==> config.mk <==
export PLATFORM = sky130hd
export DESIGN_NAME = spi_regbank
export DESIGN_NICKNAME = d
export VERILOG_FILES = /design/src/rtl/spi_regbank_pkg.sv /design/src/rtl/spi_sync.sv /design/src/rtl/spi_frame_rx.sv /design/src/rtl/spi_regfile.sv /design/src/rtl/spi_regbank.sv
export SDC_FILE = /design/constraint.sdc
export NUM_CORES = 1
export LEC_CHECK = 0
export BUFFER_PORTS_ARGS = -buffer_cell sky130_fd_sc_hd__buf_2
export CORE_AREA = 4 4 145 147
export CTS_CLUSTER_SIZE = 30
export DETAILED_ROUTE_END_ITERATION = 8
export DIE_AREA = 0 0 149 151
export PLACE_DENSITY = 0.65
export SKIP_CTS_REPAIR_TIMING = 1
export SYNTH_ARGS = -nofsm -noshare
export SYNTH_HDL_FRONTEND = slang
export SYNTH_SLANG_ARGS = --single-unit
==> constraint.sdc <==
create_clock -name clk -period 5.15 [get_ports clk]
set_input_delay 0 -clock clk [delete_from_list [all_inputs] [get_ports clk]]
set_output_delay 0 -clock clk [all_outputs]
set_load 0.005 [all_outputs]
==> src/rtl/spi_regbank_pkg.sv <==
`timescale 1ns/1ps
package spi_regbank_pkg;

    localparam int FRAME_W  = 24;
    localparam int ADDR_W   = 6;
    localparam int DATA_W   = 16;
    localparam int HDR_W    = 1 + ADDR_W;
    localparam int CNT_SAT  = FRAME_W + 1;
    localparam int CNT_W    = $clog2(CNT_SAT + 1);
    localparam int NWORD    = 7;
    localparam int IDX_W    = $clog2(NWORD);
    localparam int AL_W     = 4;
    localparam int ADC_W    = 9;

    localparam logic [ADDR_W-1:0] A_IDENT  = 6'h00;
    localparam logic [ADDR_W-1:0] A_ALARM  = 6'h01;
    localparam logic [ADDR_W-1:0] A_MASK   = 6'h02;
    localparam logic [ADDR_W-1:0] A_ENABLE = 6'h03;
    localparam logic [ADDR_W-1:0] A_LIN    = 6'h04;
    localparam logic [ADDR_W-1:0] A_LO     = 6'h05;
    localparam logic [ADDR_W-1:0] A_ADC    = 6'h06;
    localparam logic [ADDR_W-1:0] A_ADCOUT = 6'h0C;

    localparam logic [7:0] CHIP_ID = 8'h0A;

    // alarm bit order inside the 4-bit field at word bits 15:12
    localparam int AL_PARITY = 3;
    localparam int AL_SHORT  = 2;
    localparam int AL_LONG   = 1;
    localparam int AL_RANGE  = 0;

    localparam int SRST_BIT  = 14;

    typedef logic [FRAME_W-1:0] fbits_t;

    typedef struct packed {
        logic              rd;
        logic [ADDR_W-1:0] addr;
        logic [DATA_W-1:0] data;
        logic              par;
    } frame_t;

    typedef enum logic [1:0] {
        LEN_OK    = 2'd0,
        LEN_SHORT = 2'd1,
        LEN_LONG  = 2'd2
    } len_e;

    typedef struct packed {
        logic       parity_en;
        logic [3:0] alarm_mask;
        logic [8:0] enable;
        logic [7:0] lin;
        logic       sideband;
        logic [3:0] q_trim;
        logic [3:0] i_trim;
        logic [3:0] adc_ctrl;
    } ctrl_t;

    // bits that hold state in each stored word
    function automatic logic [DATA_W-1:0] wmask(input logic [IDX_W-1:0] idx);
        case (idx)
            3'd0:    return 16'h8000;
            3'd2:    return 16'hF000;
            3'd3:    return 16'h01FF;
            3'd4:    return 16'h00FF;
            3'd5:    return 16'h04FF;
            3'd6:    return 16'h000F;
            default: return 16'h0000;
        endcase
    endfunction

    function automatic logic addr_known(input logic [ADDR_W-1:0] a);
        return (a <= A_ADC) || (a == A_ADCOUT);
    endfunction

    function automatic logic odd_ones(input frame_t f);
        return ^fbits_t'(f);
    endfunction

endpackage

==> src/rtl/spi_sync.sv <==
`timescale 1ns/1ps
module spi_sync #(
    parameter int               WIDTH   = 3,
    parameter int               STAGES  = 2,
    parameter logic [WIDTH-1:0] RST_VAL = '0
) (
    input  logic             clk,
    input  logic             rst,
    input  logic [WIDTH-1:0] d_i,
    output logic [WIDTH-1:0] q_o
);

    generate
        if (STAGES <= 1) begin : g_single
            logic [WIDTH-1:0] stg_q;
            always_ff @(posedge clk) begin
                if (rst) stg_q <= RST_VAL;
                else     stg_q <= d_i;
            end
            assign q_o = stg_q;
        end else begin : g_chain
            logic [STAGES-1:0][WIDTH-1:0] stg_q;
            always_ff @(posedge clk) begin
                if (rst) stg_q <= {STAGES{RST_VAL}};
                else     stg_q <= {stg_q[STAGES-2:0], d_i};
            end
            assign q_o = stg_q[STAGES-1];
        end
    endgenerate

endmodule

==> src/rtl/spi_frame_rx.sv <==
`timescale 1ns/1ps
module spi_frame_rx
    import spi_regbank_pkg::*;
(
    input  logic              clk,
    input  logic              rst,
    input  logic              sclk_s,
    input  logic              cs_n_s,
    input  logic              mosi_s,
    input  logic [DATA_W-1:0] rd_data_i,
    output logic [ADDR_W-1:0] rd_addr_o,
    output logic              frame_v_o,
    output frame_t            frame_o,
    output len_e              len_o,
    output logic              miso_o
);

    localparam logic [CNT_W-1:0] CNT_HDR  = CNT_W'(HDR_W);
    localparam logic [CNT_W-1:0] CNT_LAST = CNT_W'(FRAME_W - 1);
    localparam logic [CNT_W-1:0] CNT_FULL = CNT_W'(FRAME_W);
    localparam logic [CNT_W-1:0] CNT_MAX  = CNT_W'(CNT_SAT);

    logic              sclk_d, cs_n_d;
    logic              rise, fall, cs_start, cs_end, active;
    fbits_t            shift_q, frame_q;
    logic [CNT_W-1:0]  cnt_q;
    logic              load_q;
    logic [DATA_W-1:0] tx_q;
    logic              miso_q, frame_v_q;
    len_e              len_q;

    assign rise     = sclk_s & ~sclk_d;
    assign fall     = ~sclk_s & sclk_d;
    assign cs_start = ~cs_n_s & cs_n_d;
    assign cs_end   = cs_n_s & ~cs_n_d;
    assign active   = ~cs_n_s;

    always_ff @(posedge clk) begin
        if (rst) begin
            sclk_d    <= 1'b0;
            cs_n_d    <= 1'b1;
            shift_q   <= '0;
            frame_q   <= '0;
            cnt_q     <= '0;
            load_q    <= 1'b0;
            tx_q      <= '0;
            miso_q    <= 1'b0;
            frame_v_q <= 1'b0;
            len_q     <= LEN_OK;
        end else begin
            sclk_d    <= sclk_s;
            cs_n_d    <= cs_n_s;
            frame_v_q <= 1'b0;
            load_q    <= 1'b0;
            if (cs_start) begin
                cnt_q  <= '0;
                miso_q <= 1'b0;
            end else if (active && rise) begin
                shift_q <= {shift_q[FRAME_W-2:0], mosi_s};
                if (cnt_q != CNT_MAX) cnt_q <= cnt_q + 1'b1;
                if (cnt_q == CNT_HDR - 1'b1) load_q <= 1'b1;
            end
            if (active && fall) begin
                if (cnt_q >= CNT_HDR && cnt_q < CNT_LAST) begin
                    miso_q <= tx_q[DATA_W-1];
                    tx_q   <= {tx_q[DATA_W-2:0], 1'b0};
                end else begin
                    miso_q <= 1'b0;
                end
            end
            if (load_q) tx_q <= shift_q[ADDR_W] ? rd_data_i : '0;
            if (cs_end) begin
                frame_v_q <= 1'b1;
                frame_q   <= shift_q;
                miso_q    <= 1'b0;
                if (cnt_q == CNT_FULL)     len_q <= LEN_OK;
                else if (cnt_q < CNT_FULL) len_q <= LEN_SHORT;
                else                       len_q <= LEN_LONG;
            end
        end
    end

    assign rd_addr_o = shift_q[ADDR_W-1:0];
    assign frame_v_o = frame_v_q;
    assign frame_o   = frame_t'(frame_q);
    assign len_o     = len_q;
    assign miso_o    = miso_q;

    // output stays low while chip select is idle
    assert_miso_quiet_R2: assert property (@(posedge clk) disable iff (rst)
        (cs_n_s && cs_n_d) |-> !miso_q);
    // read word is captured right after the header
    assert_load_after_hdr_R2: assert property (@(posedge clk) disable iff (rst)
        load_q |-> (cnt_q == CNT_HDR));
    // one frame-end pulse per chip-select release
    assert_frame_pulse_R1: assert property (@(posedge clk) disable iff (rst)
        frame_v_q |=> !frame_v_q);
    // edge counter saturates just past a full frame
    assert_cnt_bounded_R5: assert property (@(posedge clk) disable iff (rst)
        cnt_q <= CNT_MAX);

endmodule

==> src/rtl/spi_regfile.sv <==
`timescale 1ns/1ps
module spi_regfile
    import spi_regbank_pkg::*;
#(
    parameter logic [3:0] REVISION = 4'h1
) (
    input  logic              clk,
    input  logic              rst,
    input  logic              frame_v_i,
    input  frame_t            frame_i,
    input  len_e              len_i,
    input  logic [ADDR_W-1:0] rd_addr_i,
    input  logic [ADC_W-1:0]  adc_word_i,
    output logic [DATA_W-1:0] rd_data_o,
    output ctrl_t             ctrl_o
);

    logic [DATA_W-1:0] word_q [NWORD];
    logic [AL_W-1:0]   alarm_q;
    logic              len_ok, par_bad, range_bad, wr_en, soft_rst;
    logic [AL_W-1:0]   alarm_set, alarm_clr;
    logic [IDX_W-1:0]  wr_idx;

    assign len_ok    = frame_v_i && (len_i == LEN_OK);
    assign par_bad   = len_ok && word_q[0][15] && !odd_ones(frame_i);
    assign range_bad = len_ok && !addr_known(frame_i.addr);
    assign wr_en     = len_ok && !frame_i.rd && !par_bad && !range_bad;
    assign soft_rst  = wr_en && (frame_i.addr == A_IDENT) && frame_i.data[SRST_BIT];
    assign wr_idx    = frame_i.addr[IDX_W-1:0];

    always_comb begin
        alarm_set            = '0;
        alarm_set[AL_PARITY] = par_bad;
        alarm_set[AL_SHORT]  = frame_v_i && (len_i == LEN_SHORT);
        alarm_set[AL_LONG]   = frame_v_i && (len_i == LEN_LONG);
        alarm_set[AL_RANGE]  = range_bad;
        alarm_clr = (wr_en && frame_i.addr == A_ALARM) ? frame_i.data[15:12] : '0;
    end

    always_ff @(posedge clk) begin
        if (rst || soft_rst) begin
            for (int i = 0; i < NWORD; i++) word_q[i] <= '0;
        end else if (wr_en && frame_i.addr < ADDR_W'(NWORD)) begin
            word_q[wr_idx] <= frame_i.data & wmask(wr_idx);
        end
    end

    always_ff @(posedge clk) begin
        if (rst) alarm_q <= '0;
        else     alarm_q <= (alarm_q & ~alarm_clr) | alarm_set;
    end

    always_comb begin
        rd_data_o = '0;
        if (rd_addr_i < ADDR_W'(NWORD)) rd_data_o = word_q[rd_addr_i[IDX_W-1:0]];
        case (rd_addr_i)
            A_IDENT:  rd_data_o = rd_data_o | {4'h0, CHIP_ID, REVISION};
            A_ALARM:  rd_data_o = {alarm_q, 12'h000};
            A_ADCOUT: rd_data_o = {7'h00, adc_word_i};
            default:  ;
        endcase
    end

    always_comb begin
        ctrl_o.parity_en  = word_q[0][15];
        ctrl_o.alarm_mask = word_q[A_MASK[IDX_W-1:0]][15:12];
        ctrl_o.enable     = word_q[A_ENABLE[IDX_W-1:0]][8:0];
        ctrl_o.lin        = word_q[A_LIN[IDX_W-1:0]][7:0];
        ctrl_o.sideband   = word_q[A_LO[IDX_W-1:0]][10];
        ctrl_o.q_trim     = word_q[A_LO[IDX_W-1:0]][7:4];
        ctrl_o.i_trim     = word_q[A_LO[IDX_W-1:0]][3:0];
        ctrl_o.adc_ctrl   = word_q[A_ADC[IDX_W-1:0]][3:0];
    end

    assert_short_drop_R4: assert property (@(posedge clk) disable iff (rst)
        (frame_v_i && len_i == LEN_SHORT) |=> ($stable(ctrl_o) && alarm_q[AL_SHORT]));
    assert_long_drop_R5: assert property (@(posedge clk) disable iff (rst)
        (frame_v_i && len_i == LEN_LONG) |=> ($stable(ctrl_o) && alarm_q[AL_LONG]));
    assert_range_flag_R6: assert property (@(posedge clk) disable iff (rst)
        range_bad |=> ($stable(ctrl_o) && alarm_q[AL_RANGE]));
    assert_parity_block_R7: assert property (@(posedge clk) disable iff (rst)
        par_bad |=> ($stable(ctrl_o) && alarm_q[AL_PARITY]));
    assert_alarm_sticky_R8: assert property (@(posedge clk) disable iff (rst)
        !frame_v_i |=> $stable(alarm_q));
    assert_soft_reset_R9: assert property (@(posedge clk) disable iff (rst)
        soft_rst |=> (ctrl_o == '0));

endmodule

==> src/rtl/spi_regbank.sv <==
`timescale 1ns/1ps
module spi_regbank
    import spi_regbank_pkg::*;
#(
    parameter int         SYNC_STAGES = 2,
    parameter logic [3:0] REVISION    = 4'h1
) (
    input  logic             clk,
    input  logic             rst,
    input  logic             spi_sclk,
    input  logic             spi_cs_n,
    input  logic             spi_mosi,
    output logic             spi_miso,
    input  logic [ADC_W-1:0] adc_word_i,
    output logic             parity_en_o,
    output logic [8:0]       en_o,
    output logic [7:0]       lin_o,
    output logic             sideband_o,
    output logic [3:0]       q_trim_o,
    output logic [3:0]       i_trim_o,
    output logic [3:0]       adc_ctrl_o,
    output logic [3:0]       alarm_mask_o
);

    logic [2:0]        sync_q;
    logic [ADDR_W-1:0] rd_addr;
    logic [DATA_W-1:0] rd_data;
    logic              frame_v;
    frame_t            frame;
    len_e              len;
    ctrl_t             ctrl;

    spi_sync #(
        .WIDTH  (3),
        .STAGES (SYNC_STAGES),
        .RST_VAL(3'b010)
    ) u_sync (
        .clk(clk),
        .rst(rst),
        .d_i({spi_sclk, spi_cs_n, spi_mosi}),
        .q_o(sync_q)
    );

    spi_frame_rx u_rx (
        .clk      (clk),
        .rst      (rst),
        .sclk_s   (sync_q[2]),
        .cs_n_s   (sync_q[1]),
        .mosi_s   (sync_q[0]),
        .rd_data_i(rd_data),
        .rd_addr_o(rd_addr),
        .frame_v_o(frame_v),
        .frame_o  (frame),
        .len_o    (len),
        .miso_o   (spi_miso)
    );

    spi_regfile #(
        .REVISION(REVISION)
    ) u_regs (
        .clk       (clk),
        .rst       (rst),
        .frame_v_i (frame_v),
        .frame_i   (frame),
        .len_i     (len),
        .rd_addr_i (rd_addr),
        .adc_word_i(adc_word_i),
        .rd_data_o (rd_data),
        .ctrl_o    (ctrl)
    );

    assign parity_en_o  = ctrl.parity_en;
    assign en_o         = ctrl.enable;
    assign lin_o        = ctrl.lin;
    assign sideband_o   = ctrl.sideband;
    assign q_trim_o     = ctrl.q_trim;
    assign i_trim_o     = ctrl.i_trim;
    assign adc_ctrl_o   = ctrl.adc_ctrl;
    assign alarm_mask_o = ctrl.alarm_mask;

endmodule

==> results by group <==
Global route
  – Busiest layer in global routing: met2
  – Initial antenna violation count: 0
  – Largest net degree at the start of global routing: 71
  – First-pass GRT wire length: slightly above 30 mm
  – GRT Overall Usage: 0.171
  – GRT met2 Usage: 0.288
  – Grt total ovfl: 0
  – Vias in the first global route: 5385
  – M1 GR Usage: 0.231
  – Met3 Use GR: 0.0263

Detailed routing
  – DRC viols: 0
  – Vias/cell: 5.28
  – Routed WL per cell: around 18 microns
  – Vias post-DR: between 5000 and 6000
  – TritonRoute pass-1 iters: 5
  – Routed wire length: 19.2 mm
  – Final ANT Viol Nets: 0
  – First DRT Iteration DRCs: 491

Status
  – Failing checks: negative hold slack
  – Outcome: finished with violations

Worst setup path
  – RR Startpoint: u_rx.frame_o[19]
  – CP Cell Sequence: xnor2_1 > xnor2_1 > xnor2_1 > xnor3_2 > o21ai_4 > o21ai_1 > buf_4
  – CP required: 5390 ps
  – Crit start category: flop
  – Internal reg-to-reg setup slack: roughly 1700 ps
  – Worst Setup EP: u_regs.word_q[5][3]
  – Slowest cell delay on critical path: ~940 ps
  – WP buf/inv: 1
  – Crit path from: u_rx.frame_o[19]
  – Delay-heaviest family, CP: compound AO/OA/AOI/OAI gates
  – Critical path depth: 7
  – Slowest cell on the critical path: o21ai_4
  – Most frequent CP cell: xnor2_1
  – CP endpoint kind: flop
  – CP max FO: 45
  – Crit Path Category: flop to flop
  – R2R Path End: u_regs.word_q[5][3]
  – R2R depth: 7
  – Arrival time worst endpoint: approximately 3700 ps

STA
  – Slew @ Worst Pin: roughly 1200 ps
  – FMAX: between 0.2 and 0.3 GHz
  – Final TNS setup: 0 ps
  – Min Tclk post-route: around 3500 ps
  – Period utilization: 0.676
  – Setup violations, final: 0
  – WHS: -9.49 ps
  – Final Slew Violations: 0
  – RSZ-0062 raised after global routing: no
  – Final Skew: 11.7 ps
  – Worst Setup Slack, final: 1670 ps
  – Final hold viol count: 4
  – Rel. slew slack: 0.201

Power and ir drop
  – Pleak: 0.00370 uW
  – Power per cell area: 342 nW/um^2
  – VDD IR max: 0.182 mV

Finish
  – FILL cells: approximately 1800
  – Non-filler instance count after layout: 1056
  – Post-route cell area: 9860 sq um
  – Synthesis-to-layout area growth: 14.6%
  – Share of cells above drive strength 1: 0.196
  – Finished Core Util: 0.495
  – Commonest cells after routing, fill and taps aside: dfxtp_1 (103), edfxtp_1 (98), nand2_1 (68)
  – Ant diodes: 0
  – Commonest non-fill, non-tap cell in the layout: dfxtp_1
  – Nets: 788

Clocking
  – CTS tree: built
  – Clk_lat worst skew: ~500 ps
  – Max Root-Sink Buffers: 3
  – Clock Pin Slew Worst Setup and Hold Paths: 60 ps
  – H-Tree Depth: 1
  – Cts bufs inserted: 22
  – Clk root buf: clkbuf_16
  – Clk sinks: approximately 200

Placement
  – Placer's final routability congestion estimate: 0.808
  – PortBufs: 49
  – Pre-CTS setup slack: roughly 1700 ps
  – Cells after DPL: 1012
  – Area after DPL: a little over 9000 sq um
  – HPWL after detailed placement: around 13 mm

Floorplan
  – Core area: approximately 20000 sq um
  – Die span in y: 151 microns
  – Die Area: 22500 sq um
  – Initial core utilization: 0.432
  – Die Width: roughly 150 microns
  – # IOs: 50
  – Row count: 52

Flow run
  – MaxCap Viol Count: 0

Yosys
  – Mean Syn Cell Area: around 12 sq um
  – Synthesized area: approximately 8600 sq um
  – Async set-or-reset flop fraction in the synthesized netlist: 0
  – EDFF count, synth: 98
  – Synth Register Bits: 201
  – Top FF cell, synth: dfxtp_1
  – Synth warn: 0
  – Sequential fraction of the synthesis area: 0.582
  – Cell count after synthesis: 698
  – Synth cell types: 53

Min path
  – Hold/Removal Path Class: input port to flop
## layer usage
metal  share of wire  vias to the layer above  wire [microns]
li1                -                     2658               -
met1            0.42                     2712            8140
met2            0.49                      173            9380
met3           0.060                       31            1150
met4           0.025                        0             480
met5               0                        -               0
## synth_stat cells, drive strengths merged (4+ instances only)
library cell / count / share of area
nor4bb: 7 / 0.0081
dfxtp: 103 / 0.24
nor3: 16 / 0.0093
a22oi: 11 / 0.0096
nor4: 20 / 0.015
mux2: 13 / 0.017
a21oi: 34 / 0.020
edfxtp: 98 / 0.34
inv: 17 / 0.0074
nand2: 68 / 0.030
xor2: 4 / 0.0041
nor2b: 5 / 0.0036
xnor2: 23 / 0.024
clkbuf: 36 / 0.016
o2111ai: 5 / 0.0051
a22o: 26 / 0.026
mux2i: 4 / 0.0047
ha: 4 / 0.0058
nor4b: 4 / 0.0041
o22ai: 13 / 0.0095
nand3: 5 / 0.0029
nor3b: 11 / 0.0096
buf: 45 / 0.038
o21ai: 16 / 0.011
nand4: 4 / 0.0029
o211a: 14 / 0.017
mux4: 28 / 0.073
nor2: 35 / 0.015
## per-stage QoR
step / total power [uW] / hold slack [ps]
floorplan: 1830 / 104
detailed placement: 1870 / 195
CTS: 3400 / -318
finish: 3370 / -9.49
global route: 3490 / 31.3
global placement: 1860 / 194
## tightest hold or removal path, delay by kind of cell
kind	cells	cell delay, ps
buffers and inverters	1	80
AOI/OAI and AO/OA	3	370
## worst min-delay path by stage
stage	start	to	depth (start not counted)
2_1_floorplan	spi_cs_n	u_sync.g_chain.stg_q[1]	1
3_3_place_gp	spi_cs_n	u_sync.g_chain.stg_q[1]	2
3_5_place_dp	spi_cs_n	u_sync.g_chain.stg_q[1]	2
4_1_cts	spi_cs_n	u_sync.g_chain.stg_q[1]	2
5_1_grt	adc_word_i[8]	u_rx.tx_q[8]	4
6_report	adc_word_i[8]	u_rx.tx_q[8]	4
## cell type report
cell class / count / area, sq um / area share
Clock buffer: 26 / 587 / 0.0595
Clock inverter: 14 / 129 / 0.0131
Inverter: 18 / 67.6 / 0.00685
Multi-Input combinational cell: 459 / 3330 / 0.338
Sequential cell: 201 / 5000 / 0.508
Tap cell: 270 / 338 / 0.0343
Timing Repair Buffer: 68 / 398 / 0.0404
## report_power, final
| part | switching (uW) | internal [uW] |
|---|---|---|
| Sequential | 16.2 | 1720 |
| Combinational | 63.9 | 38.7 |
| Clock | 619 | 919 |
## state kept, by name (all words and copies together) (netlist names), 2 cells and up, named ones only
| name | count |
|---|---|
| u_sync.q_o | 3 |
| u_rx.frame_o | 24 |
| u_rx.cnt_q | 5 |
| u_rx.tx_q | 16 |
| u_rx.shift_q | 24 |
| u_regs.word_q | 112 |
| u_rx.len_o | 2 |
| u_regs.alarm_q | 4 |
| u_sync.g_chain.stg_q | 3 |
## logic make-up (layout without fill, tap and decap cells)
kind of cell | count (synthesis) | in the layout | synth area share
buffers and inverters | 99 | 126 | 0.0617
adders and majority gates | 4 | 4 | 0.00582
other | 1 | 62 | 0.000436
AOI/OAI and AO/OA | 131 | 131 | 0.111
xor gates and xnor gates | 29 | 29 | 0.0339
and+or+nand+nor | 188 | 188 | 0.110
muxes | 45 | 45 | 0.0950
DFF | 201 | 201 | 0.582
(Power assumes the default switching activity.)
